$ cat config.mk
export PLATFORM = sky130hd
export DESIGN_NAME = calstat_top
export DESIGN_NICKNAME = d
export VERILOG_FILES = /design/src/rtl/calstat_pkg.sv /design/src/rtl/calstat_timing.sv /design/src/rtl/calstat_chan.sv /design/src/rtl/calstat_extent.sv /design/src/rtl/calstat_top.sv
export SDC_FILE = /design/constraint.sdc
export NUM_CORES = 2
export LEC_CHECK = 0
export ABC_AREA = 1
export ABC_CLOCK_PERIOD_IN_PS = 5800
export BUFFER_PORTS_ARGS = -buffer_cell sky130_fd_sc_hd__buf_2
export CAP_MARGIN = 20
export CELL_PAD_IN_SITES_DETAIL_PLACEMENT = 1
export CELL_PAD_IN_SITES_GLOBAL_PLACEMENT = 1
export CORE_UTILIZATION = 49
export DETAILED_ROUTE_END_ITERATION = 6
export PLACE_DENSITY_LB_ADDON = 0.08
export RECOVER_POWER = 100
export SYNTH_ARGS = -nofsm -noshare
export SYNTH_HDL_FRONTEND = slang
export SYNTH_HIERARCHICAL = 1
export SYNTH_SLANG_ARGS = --single-unit
export TNS_END_PERCENT = 50
$ cat constraint.sdc
create_clock -name clk -period 5.8 [get_ports clk]
set_clock_uncertainty 0.1 [all_clocks]
set_input_delay 1.74 -clock clk [delete_from_list [all_inputs] [get_ports clk]]
set_output_delay 1.74 -clock clk [all_outputs]
set_load 0.005 [all_outputs]
$ cat src/rtl/calstat_pkg.sv
package calstat_pkg;
  localparam logic [3:0] RA_STATUS = 4'd0;
  localparam logic [3:0] RA_MIN    = 4'd1;
  localparam logic [3:0] RA_MAX    = 4'd2;
  localparam logic [3:0] RA_RLO    = 4'd3;
  localparam logic [3:0] RA_RHI    = 4'd4;
  localparam logic [3:0] RA_GLO    = 4'd5;
  localparam logic [3:0] RA_GHI    = 4'd6;
  localparam logic [3:0] RA_BLO    = 4'd7;
  localparam logic [3:0] RA_BHI    = 4'd8;
  localparam logic [3:0] RA_GRAB   = 4'd9;
  localparam logic [3:0] RA_PHASE  = 4'd10;
  localparam logic [3:0] RA_HBP    = 4'd11;
  localparam logic [3:0] RA_HACT   = 4'd12;
  localparam logic [3:0] RA_VBP    = 4'd13;
  localparam logic [3:0] RA_VACT   = 4'd14;

  localparam int unsigned NCH = 3;

  typedef enum logic [1:0] {
    CH_RED  = 2'd0,
    CH_GRN  = 2'd1,
    CH_BLU  = 2'd2,
    CH_BLU2 = 2'd3
  } chan_sel_e;
endpackage

$ cat src/rtl/calstat_timing.sv
module calstat_timing #(
  parameter int X_W = 12,
  parameter int Y_W = 12
) (
  input  logic           clk,
  input  logic           rst_n,
  input  logic           hsync,
  input  logic           vsync,
  output logic [X_W-1:0] pos_x,
  output logic [Y_W-1:0] pos_y,
  output logic           frame_start
);
  logic           hs_q, vs_q;
  logic [X_W-1:0] x_q, x_d;
  logic [Y_W-1:0] y_q, y_d;
  logic           hs_fall, hs_rise, vs_fall;

  always_comb begin
    hs_fall     = hs_q & ~hsync;
    hs_rise     = hsync & ~hs_q;
    vs_fall     = vs_q & ~vsync;
    frame_start = vsync & ~vs_q;
    pos_x       = hs_fall ? '0 : x_q;
    pos_y       = y_q;
    x_d         = (&pos_x) ? pos_x : pos_x + X_W'(1);
    if (vs_fall)                y_d = '0;
    else if (hs_rise && !(&y_q)) y_d = y_q + Y_W'(1);
    else                        y_d = y_q;
  end

  always_ff @(posedge clk or negedge rst_n) begin
    if (!rst_n) begin
      hs_q <= 1'b0;
      vs_q <= 1'b0;
      x_q  <= '1;
      y_q  <= '1;
    end else begin
      hs_q <= hsync;
      vs_q <= vsync;
      x_q  <= x_d;
      y_q  <= y_d;
    end
  end
endmodule

$ cat src/rtl/calstat_chan.sv
module calstat_chan #(
  parameter int CNT_W = 20
) (
  input  logic             clk,
  input  logic             rst_n,
  input  logic             clr,
  input  logic             take,
  input  logic [7:0]       thr,
  input  logic [7:0]       val,
  output logic [7:0]       vmin,
  output logic [7:0]       vmax,
  output logic [CNT_W-1:0] n_lo,
  output logic [CNT_W-1:0] n_hi
);
  logic             en;
  logic [7:0]       min_d, max_d;
  logic [CNT_W-1:0] lo_d, hi_d;

  always_comb begin
    en    = clr | take;
    min_d = 8'hFF;
    max_d = 8'h00;
    lo_d  = '0;
    hi_d  = '0;
    if (!clr) begin
      min_d = (val < vmin) ? val : vmin;
      max_d = (val > vmax) ? val : vmax;
      lo_d  = (val < thr) ? n_lo + CNT_W'(1) : n_lo;
      hi_d  = (val > thr) ? n_hi + CNT_W'(1) : n_hi;
    end
  end

  always_ff @(posedge clk or negedge rst_n) begin
    if (!rst_n) begin
      vmin <= 8'hFF;
      vmax <= 8'h00;
      n_lo <= '0;
      n_hi <= '0;
    end else if (en) begin
      vmin <= min_d;
      vmax <= max_d;
      n_lo <= lo_d;
      n_hi <= hi_d;
    end
  end
endmodule

$ cat src/rtl/calstat_extent.sv
module calstat_extent #(
  parameter int W = 12
) (
  input  logic         clk,
  input  logic         rst_n,
  input  logic         clr,
  input  logic         hit,
  input  logic [W-1:0] pos,
  output logic         seen,
  output logic [W-1:0] lo,
  output logic [W-1:0] hi
);
  logic         en, seen_d;
  logic [W-1:0] lo_d, hi_d;

  always_comb begin
    en     = clr | hit;
    seen_d = ~clr;
    lo_d   = clr ? '1 : ((pos < lo) ? pos : lo);
    hi_d   = clr ? '0 : ((pos > hi) ? pos : hi);
  end

  always_ff @(posedge clk or negedge rst_n) begin
    if (!rst_n) begin
      seen <= 1'b0;
      lo   <= '1;
      hi   <= '0;
    end else if (en) begin
      seen <= seen_d;
      lo   <= lo_d;
      hi   <= hi_d;
    end
  end
endmodule

$ cat src/rtl/calstat_top.sv
module calstat_top
  import calstat_pkg::*;
#(
  parameter int X_W   = 12,
  parameter int Y_W   = 12,
  parameter int CNT_W = 20,
  parameter int PH_W  = 32
) (
  input  logic           clk,
  input  logic           rst_n,
  input  logic           pix_de,
  input  logic           hsync,
  input  logic           vsync,
  input  logic [7:0]     pix_r,
  input  logic [7:0]     pix_g,
  input  logic [7:0]     pix_b,
  input  logic [X_W-1:0] win_x0,
  input  logic [X_W-1:0] win_x1,
  input  logic [Y_W-1:0] win_y0,
  input  logic [Y_W-1:0] win_y1,
  input  logic [7:0]     hist_thr,
  input  logic [7:0]     black_thr,
  input  logic [1:0]     phase_sel,
  input  logic [X_W-1:0] grab_x,
  input  logic [Y_W-1:0] grab_y,
  input  logic           rd_en,
  input  logic [3:0]     rd_addr,
  output logic [31:0]    rd_data
);
  localparam logic [PH_W-1:0] PH_MAX = '1;

  logic [X_W-1:0]   pos_x;
  logic [Y_W-1:0]   pos_y;
  logic             frame_start, in_win, non_black, grab_hit;
  logic [7:0]       px      [NCH];
  logic [7:0]       ch_min  [NCH];
  logic [7:0]       ch_max  [NCH];
  logic [CNT_W-1:0] ch_lo   [NCH];
  logic [CNT_W-1:0] ch_hi   [NCH];
  logic [7:0]       sh_min  [NCH];
  logic [7:0]       sh_max  [NCH];
  logic [CNT_W-1:0] sh_lo   [NCH];
  logic [CNT_W-1:0] sh_hi   [NCH];
  logic             hx_seen, vy_seen;
  logic [X_W-1:0]   hx_lo, hx_hi, sh_hbp, sh_hact;
  logic [Y_W-1:0]   vy_lo, vy_hi, sh_vbp, sh_vact;
  logic [7:0]       ph_val, ph_prev, ph_diff;
  logic             ph_prev_ok;
  logic [PH_W-1:0]  ph_acc, ph_acc_d, sh_ph;
  logic [PH_W:0]    ph_sum;
  logic [23:0]      grab_acc, grab_d, sh_grab;
  logic             done_q, done_d;
  chan_sel_e        sel;

  calstat_timing #(.X_W(X_W), .Y_W(Y_W)) u_timing (
    .clk(clk), .rst_n(rst_n), .hsync(hsync), .vsync(vsync),
    .pos_x(pos_x), .pos_y(pos_y), .frame_start(frame_start)
  );

  always_comb begin
    px[0]     = pix_r;
    px[1]     = pix_g;
    px[2]     = pix_b;
    in_win    = pix_de && pos_x >= win_x0 && pos_x <= win_x1 &&
                pos_y >= win_y0 && pos_y <= win_y1;
    non_black = pix_de && (pix_r > black_thr || pix_g > black_thr || pix_b > black_thr);
    grab_hit  = pix_de && pos_x == grab_x && pos_y == grab_y;
  end

  for (genvar c = 0; c < NCH; c++) begin : g_chan
    calstat_chan #(.CNT_W(CNT_W)) u_chan (
      .clk(clk), .rst_n(rst_n), .clr(frame_start), .take(in_win),
      .thr(hist_thr), .val(px[c]),
      .vmin(ch_min[c]), .vmax(ch_max[c]), .n_lo(ch_lo[c]), .n_hi(ch_hi[c])
    );
  end

  calstat_extent #(.W(X_W)) u_hext (
    .clk(clk), .rst_n(rst_n), .clr(frame_start), .hit(non_black), .pos(pos_x),
    .seen(hx_seen), .lo(hx_lo), .hi(hx_hi)
  );
  calstat_extent #(.W(Y_W)) u_vext (
    .clk(clk), .rst_n(rst_n), .clr(frame_start), .hit(non_black), .pos(pos_y),
    .seen(vy_seen), .lo(vy_lo), .hi(vy_hi)
  );

  // phase sum, grab and done next-state
  always_comb begin
    sel = chan_sel_e'(phase_sel);
    unique case (sel)
      CH_RED:  ph_val = pix_r;
      CH_GRN:  ph_val = pix_g;
      default: ph_val = pix_b;
    endcase
    ph_diff = (ph_val > ph_prev) ? ph_val - ph_prev : ph_prev - ph_val;
    ph_sum  = {1'b0, ph_acc} + (PH_W+1)'(ph_diff);
    if (frame_start)              ph_acc_d = '0;
    else if (in_win && ph_prev_ok) ph_acc_d = ph_sum[PH_W] ? PH_MAX : ph_sum[PH_W-1:0];
    else                          ph_acc_d = ph_acc;
    if (frame_start)   grab_d = '0;
    else if (grab_hit) grab_d = {pix_b, pix_g, pix_r};
    else               grab_d = grab_acc;
    if (frame_start)                          done_d = 1'b1;
    else if (rd_en && rd_addr == RA_STATUS)   done_d = 1'b0;
    else                                      done_d = done_q;
  end

  always_ff @(posedge clk or negedge rst_n) begin
    if (!rst_n) begin
      ph_acc     <= '0;
      ph_prev    <= '0;
      ph_prev_ok <= 1'b0;
      grab_acc   <= '0;
      done_q     <= 1'b0;
    end else begin
      ph_acc     <= ph_acc_d;
      ph_prev    <= ph_val;
      ph_prev_ok <= in_win;
      grab_acc   <= grab_d;
      done_q     <= done_d;
    end
  end

  // read-side copy, loaded once per frame
  always_ff @(posedge clk or negedge rst_n) begin
    if (!rst_n) begin
      for (int c = 0; c < NCH; c++) begin
        sh_min[c] <= '0;
        sh_max[c] <= '0;
        sh_lo[c]  <= '0;
        sh_hi[c]  <= '0;
      end
      sh_grab <= '0;
      sh_ph   <= '0;
      sh_hbp  <= '0;
      sh_hact <= '0;
      sh_vbp  <= '0;
      sh_vact <= '0;
    end else if (frame_start) begin
      for (int c = 0; c < NCH; c++) begin
        sh_min[c] <= ch_min[c];
        sh_max[c] <= ch_max[c];
        sh_lo[c]  <= ch_lo[c];
        sh_hi[c]  <= ch_hi[c];
      end
      sh_grab <= grab_acc;
      sh_ph   <= ph_acc;
      sh_hbp  <= hx_seen ? hx_lo : '0;
      sh_hact <= hx_seen ? hx_hi - hx_lo + X_W'(1) : '0;
      sh_vbp  <= vy_seen ? vy_lo : '0;
      sh_vact <= vy_seen ? vy_hi - vy_lo + Y_W'(1) : '0;
    end
  end

  always_comb begin
    unique case (rd_addr)
      RA_STATUS: rd_data = {31'd0, done_q};
      RA_MIN:    rd_data = {8'd0, sh_min[2], sh_min[1], sh_min[0]};
      RA_MAX:    rd_data = {8'd0, sh_max[2], sh_max[1], sh_max[0]};
      RA_RLO:    rd_data = 32'(sh_lo[0]);
      RA_RHI:    rd_data = 32'(sh_hi[0]);
      RA_GLO:    rd_data = 32'(sh_lo[1]);
      RA_GHI:    rd_data = 32'(sh_hi[1]);
      RA_BLO:    rd_data = 32'(sh_lo[2]);
      RA_BHI:    rd_data = 32'(sh_hi[2]);
      RA_GRAB:   rd_data = {8'd0, sh_grab};
      RA_PHASE:  rd_data = 32'(sh_ph);
      RA_HBP:    rd_data = 32'(sh_hbp);
      RA_HACT:   rd_data = 32'(sh_hact);
      RA_VBP:    rd_data = 32'(sh_vbp);
      RA_VACT:   rd_data = 32'(sh_vact);
      default:   rd_data = 32'd0;
    endcase
  end
endmodule

==> summary.txt <==
Floorplan
  – FP Rows: 101
  – Core area: 75,800 sq um
  – Io pins: 156
  – Die area: 77,700 sq um
  – Initial Utilization: 0.495
  – Die X: 279 microns
  – Die Y-Extent: 279 microns

Timing
  – Fmax: 0.172 GHz
  – Hold WS: 375 ps
  – Final hold violation count: 0
  – Fin crit share: 1.00
  – Worst Max-Slew Pin Slew: 2420 ps
  – RSZ-0062 raised after global routing: false
  – Slew HR: -0.615
  – Fin. max-slew vios: 611
  – Final setup fails: 0
  – Period minus WS final: 5800 ps

Setup path
  – CP cell instances: buf_2, inv_1, nor2_1, nand2_1, clkinv_1, clkbuf_1, a221oi_1, nand3_1, buf_2
  – Worst setup path category: primary input to primary output
  – CP endpoint kind: primary output
  – WP data required: 3960 ps
  – Arrival time worst endpoint: 3960 ps
  – CP Launch Type: primary input
  – CP max stage delay: 600 ps
  – Critical path's slowest cell: a221oi_1
  – Critical path peak fanout: 8
  – Crit-path most repeated cell: buf_2

Clocking
  – H-tree Lvls: 3
  – CTS tree: built
  – Clock sinks: 582
  – Post-CTS setup buffers: 0
  – CTS Hold Bufs: 0
  – CTS max path bufs: 3
  – Root Driver: clkbuf_16
  – Clk_lat worst skew: 620 ps
  – Clk slew on worst S/H paths: 60 ps
  – Num CTS Buffers: 69

Power and ir drop
  – Sw Pwr: 4470 uW
  – Clk pwr share: 0.354
  – Pwr dens: 310 nW/um^2
  – Switching Share: 0.345
  – Power Internal: 8510 uW
  – Leakage: 0.0215 uW
  – Max VDD drop: 219 uV
  – Comb pwr share: 0.248
  – Power after layout: 13,000 uW
  – Flop pwr share: 0.398

Route
  – # DRC: 0
  – DRT Wirelength: 133 mm
  – Antenna viol nets, final: 0
  – Initial DRC Count: 2,698
  – Pre-antenna DRT Iters: 5
  – Wire per inst: 20.9 microns
  – Vias per inst: 5.66
  – Via count: 35,966

Yosys
  – Synth area leaders: dfrtp_1, nand2_1, ha_1
  – Distinct cells, synth: 57
  – Top-count cell post-synth: nand2_1
  – Number of synthesized register bits: 582
  – Synth top cells by count: nand2_1, inv_1, dfrtp_1
  – Post-Synthesis Net Count: 5,532
  – Primary FF master, synth: dfrtp_1
  – Mapped Cells: 5,143
  – Dominant cell type by area after synthesis: dfrtp_1
  – Post-synth ARST share: 1.00
  – Share of the synthesized area in the top cell type: 0.340
  – Mean post-synth cell area: 7.30 sq um
  – Mapped cell area: 37,500 sq um
  – Yosys Warn Count: 6
  – Post-synth EDFFs: 0
  – Sequential share of the synthesized area: 0.390

Finish
  – Final instance area: 41,800 sq um
  – Reg area: 14,700 sq um
  – Multi-input logic area: 19,200 sq um
  – Syn-to-layout area delta: 11.4%
  – Filler cell count: 9,797
  – Share of layout cells above drive strength 1: 0.107
  – Final nets: 5,707

Global route
  – Initial antenna violation count: 4
  – Overall Global Routing Usage: 0.344
  – Remaining global-route overflow: 0
  – Largest net degree at the start of global routing: 123
  – Vias in the first global route: 37,293
  – First-pass GRT wire length: 211 mm

Placement
  – Dpl hpwl: 97.6 mm
  – Area post-placement: 39,700 sq um
  – GP Congestion: 0.930
  – PortBufs: 155

Min path
  – HP Class: register to register

Run
  – Number of max-cap violations: 10

Outcome
  – Violated checks: max-capacitance violations, max-slew violations
  – Status: finished, violations left
[metal layers]
metal | part of all wire | global-route usage
met1 | 0.45 | 0.475
met2 | 0.46 | 0.553
met4 | 0.039 | 0.127
met5 | 0.000075 | 0
met3 | 0.050 | 0.0433
[placed cells by master (no fill, tap or decap), drive strengths merged, types with 3 or more instances in the layout]
| cell | netlist | routed |
|---|---|---|
| a21oi | 149 | 149 |
| xnor2 | 26 | 26 |
| o211ai | 5 | 5 |
| o21bai | 20 | 20 |
| ha | 260 | 260 |
| nor4 | 11 | 11 |
| o21a | 3 | 3 |
| diode | 0 | 4 |
| a221o | 4 | 4 |
| a221oi | 12 | 12 |
| nor2 | 380 | 380 |
| nand3 | 450 | 450 |
| clkbuf | 59 | 156 |
| a211oi | 4 | 4 |
| nor3 | 24 | 24 |
| nand4 | 122 | 122 |
| clkinv | 6 | 12 |
| xor2 | 43 | 43 |
| nand2 | 1624 | 1624 |
| o22ai | 122 | 122 |
| dfrtp | 510 | 510 |
| nand3b | 11 | 11 |
| bufinv | 0 | 8 |
| dfstp | 72 | 72 |
| a21o | 14 | 14 |
| buf | 116 | 224 |
| and2 | 12 | 12 |
| a31oi | 3 | 3 |
| inv | 722 | 727 |
| fa | 5 | 5 |
| o21ai | 277 | 277 |
| or2 | 62 | 62 |
| o2111ai | 6 | 6 |
[critical path, delay by kind of cell]
family,cells,cell delay [ps]
AO/OA/AOI/OAI,1,600
AND/OR/NAND/NOR,3,630
buffers and inverters,5,980
[area by class of cell]
class | instances | share of cell area
antenna | 4 | 0.000239
clock buffer | 101 | 0.0481
clock inverter | 19 | 0.00814
inverter | 728 | 0.0656
multi-input combinational | 3658 | 0.458
sequential | 582 | 0.351
tap | 978 | 0.0293
timing repair buffer | 279 | 0.0397
[power groups by stage]
| stage | clock network (uW) | logic (uW) | registers, uW |
|---|---|---|---|
| after floorplan | 0 | 2190 | 5000 |
| after global placement | 0 | 3060 | 5190 |
| after detailed placement | 0 | 3200 | 5210 |
| after CTS | 4650 | 3250 | 5150 |
| after global routing | 4790 | 3640 | 5220 |
| final | 4590 | 3220 | 5160 |
[through the flow]
step | instances | TNS [ps] | setup WS (ps) | util
2_1_floorplan | 5143 | 0 | 549 | -
3_3_place_gp | 6224 | -187 | -33.8 | 0.524
3_5_place_dp | 6224 | -2680 | -152 | 0.524
4_1_cts | 6344 | 0 | 120 | 0.555
5_1_grt | 6348 | 0 | 9.22 | 0.551
6_report | 6349 | 0 | 0.231 | 0.551
[final timing paths]
check	from	endpoint	slack, ps	cells after the start
setup / recovery	rd_addr[1]	rd_data[14]	0.2	9
hold / removal	sh_max[7]	sh_max[7]	370	2
min in group asynchronous	rst_n	sh_ph[27]	1730	1
setup reg to reg	u_timing/hs_q	g_chan[1].u_chan/n_hi[12]	1140	19
max in group asynchronous	rst_n	g_chan[0].u_chan/n_lo[18]	710	2
hold reg to reg	sh_max[7]	sh_max[7]	370	2
[flip-flops by register name (all words and copies together), names as in the netlist, 24 cells and up]
signal / cells
grab_acc: 24
sh_lo: 60
sh_grab: 24
sh_min: 24
g_chan.u_chan/vmin: 24
g_chan.u_chan/n_hi: 60
sh_max: 24
sh_ph: 32
sh_hi: 60
g_chan.u_chan/vmax: 24
g_chan.u_chan/n_lo: 60
ph_acc: 32
[timing repair]
action / 4_1_cts / 5_1_grt
resized for setup: 1 / 1
endpoints found under the setup margin: 2 / 1
gates cloned: 0 / 0
pin swaps: 0 / 0
endpoints found under the hold margin: 0 / 0
[kinds of logic (layout without fill, tap and decap cells)]
| logic type | count (synthesis) | after routing | share of synthesized area |
|---|---|---|---|
| fa+ha+maj | 265 | 265 | 0.0894 |
| compound gates | 626 | 626 | 0.0941 |
| xor+xnor | 69 | 69 | 0.0161 |
| other cells | 0 | 4 | 0 |
| simple gates | 2698 | 2698 | 0.313 |
| buf+inv | 903 | 1127 | 0.0966 |
| flops | 582 | 582 | 0.390 |
Note: power is estimated with default switching activity, not from simulation.
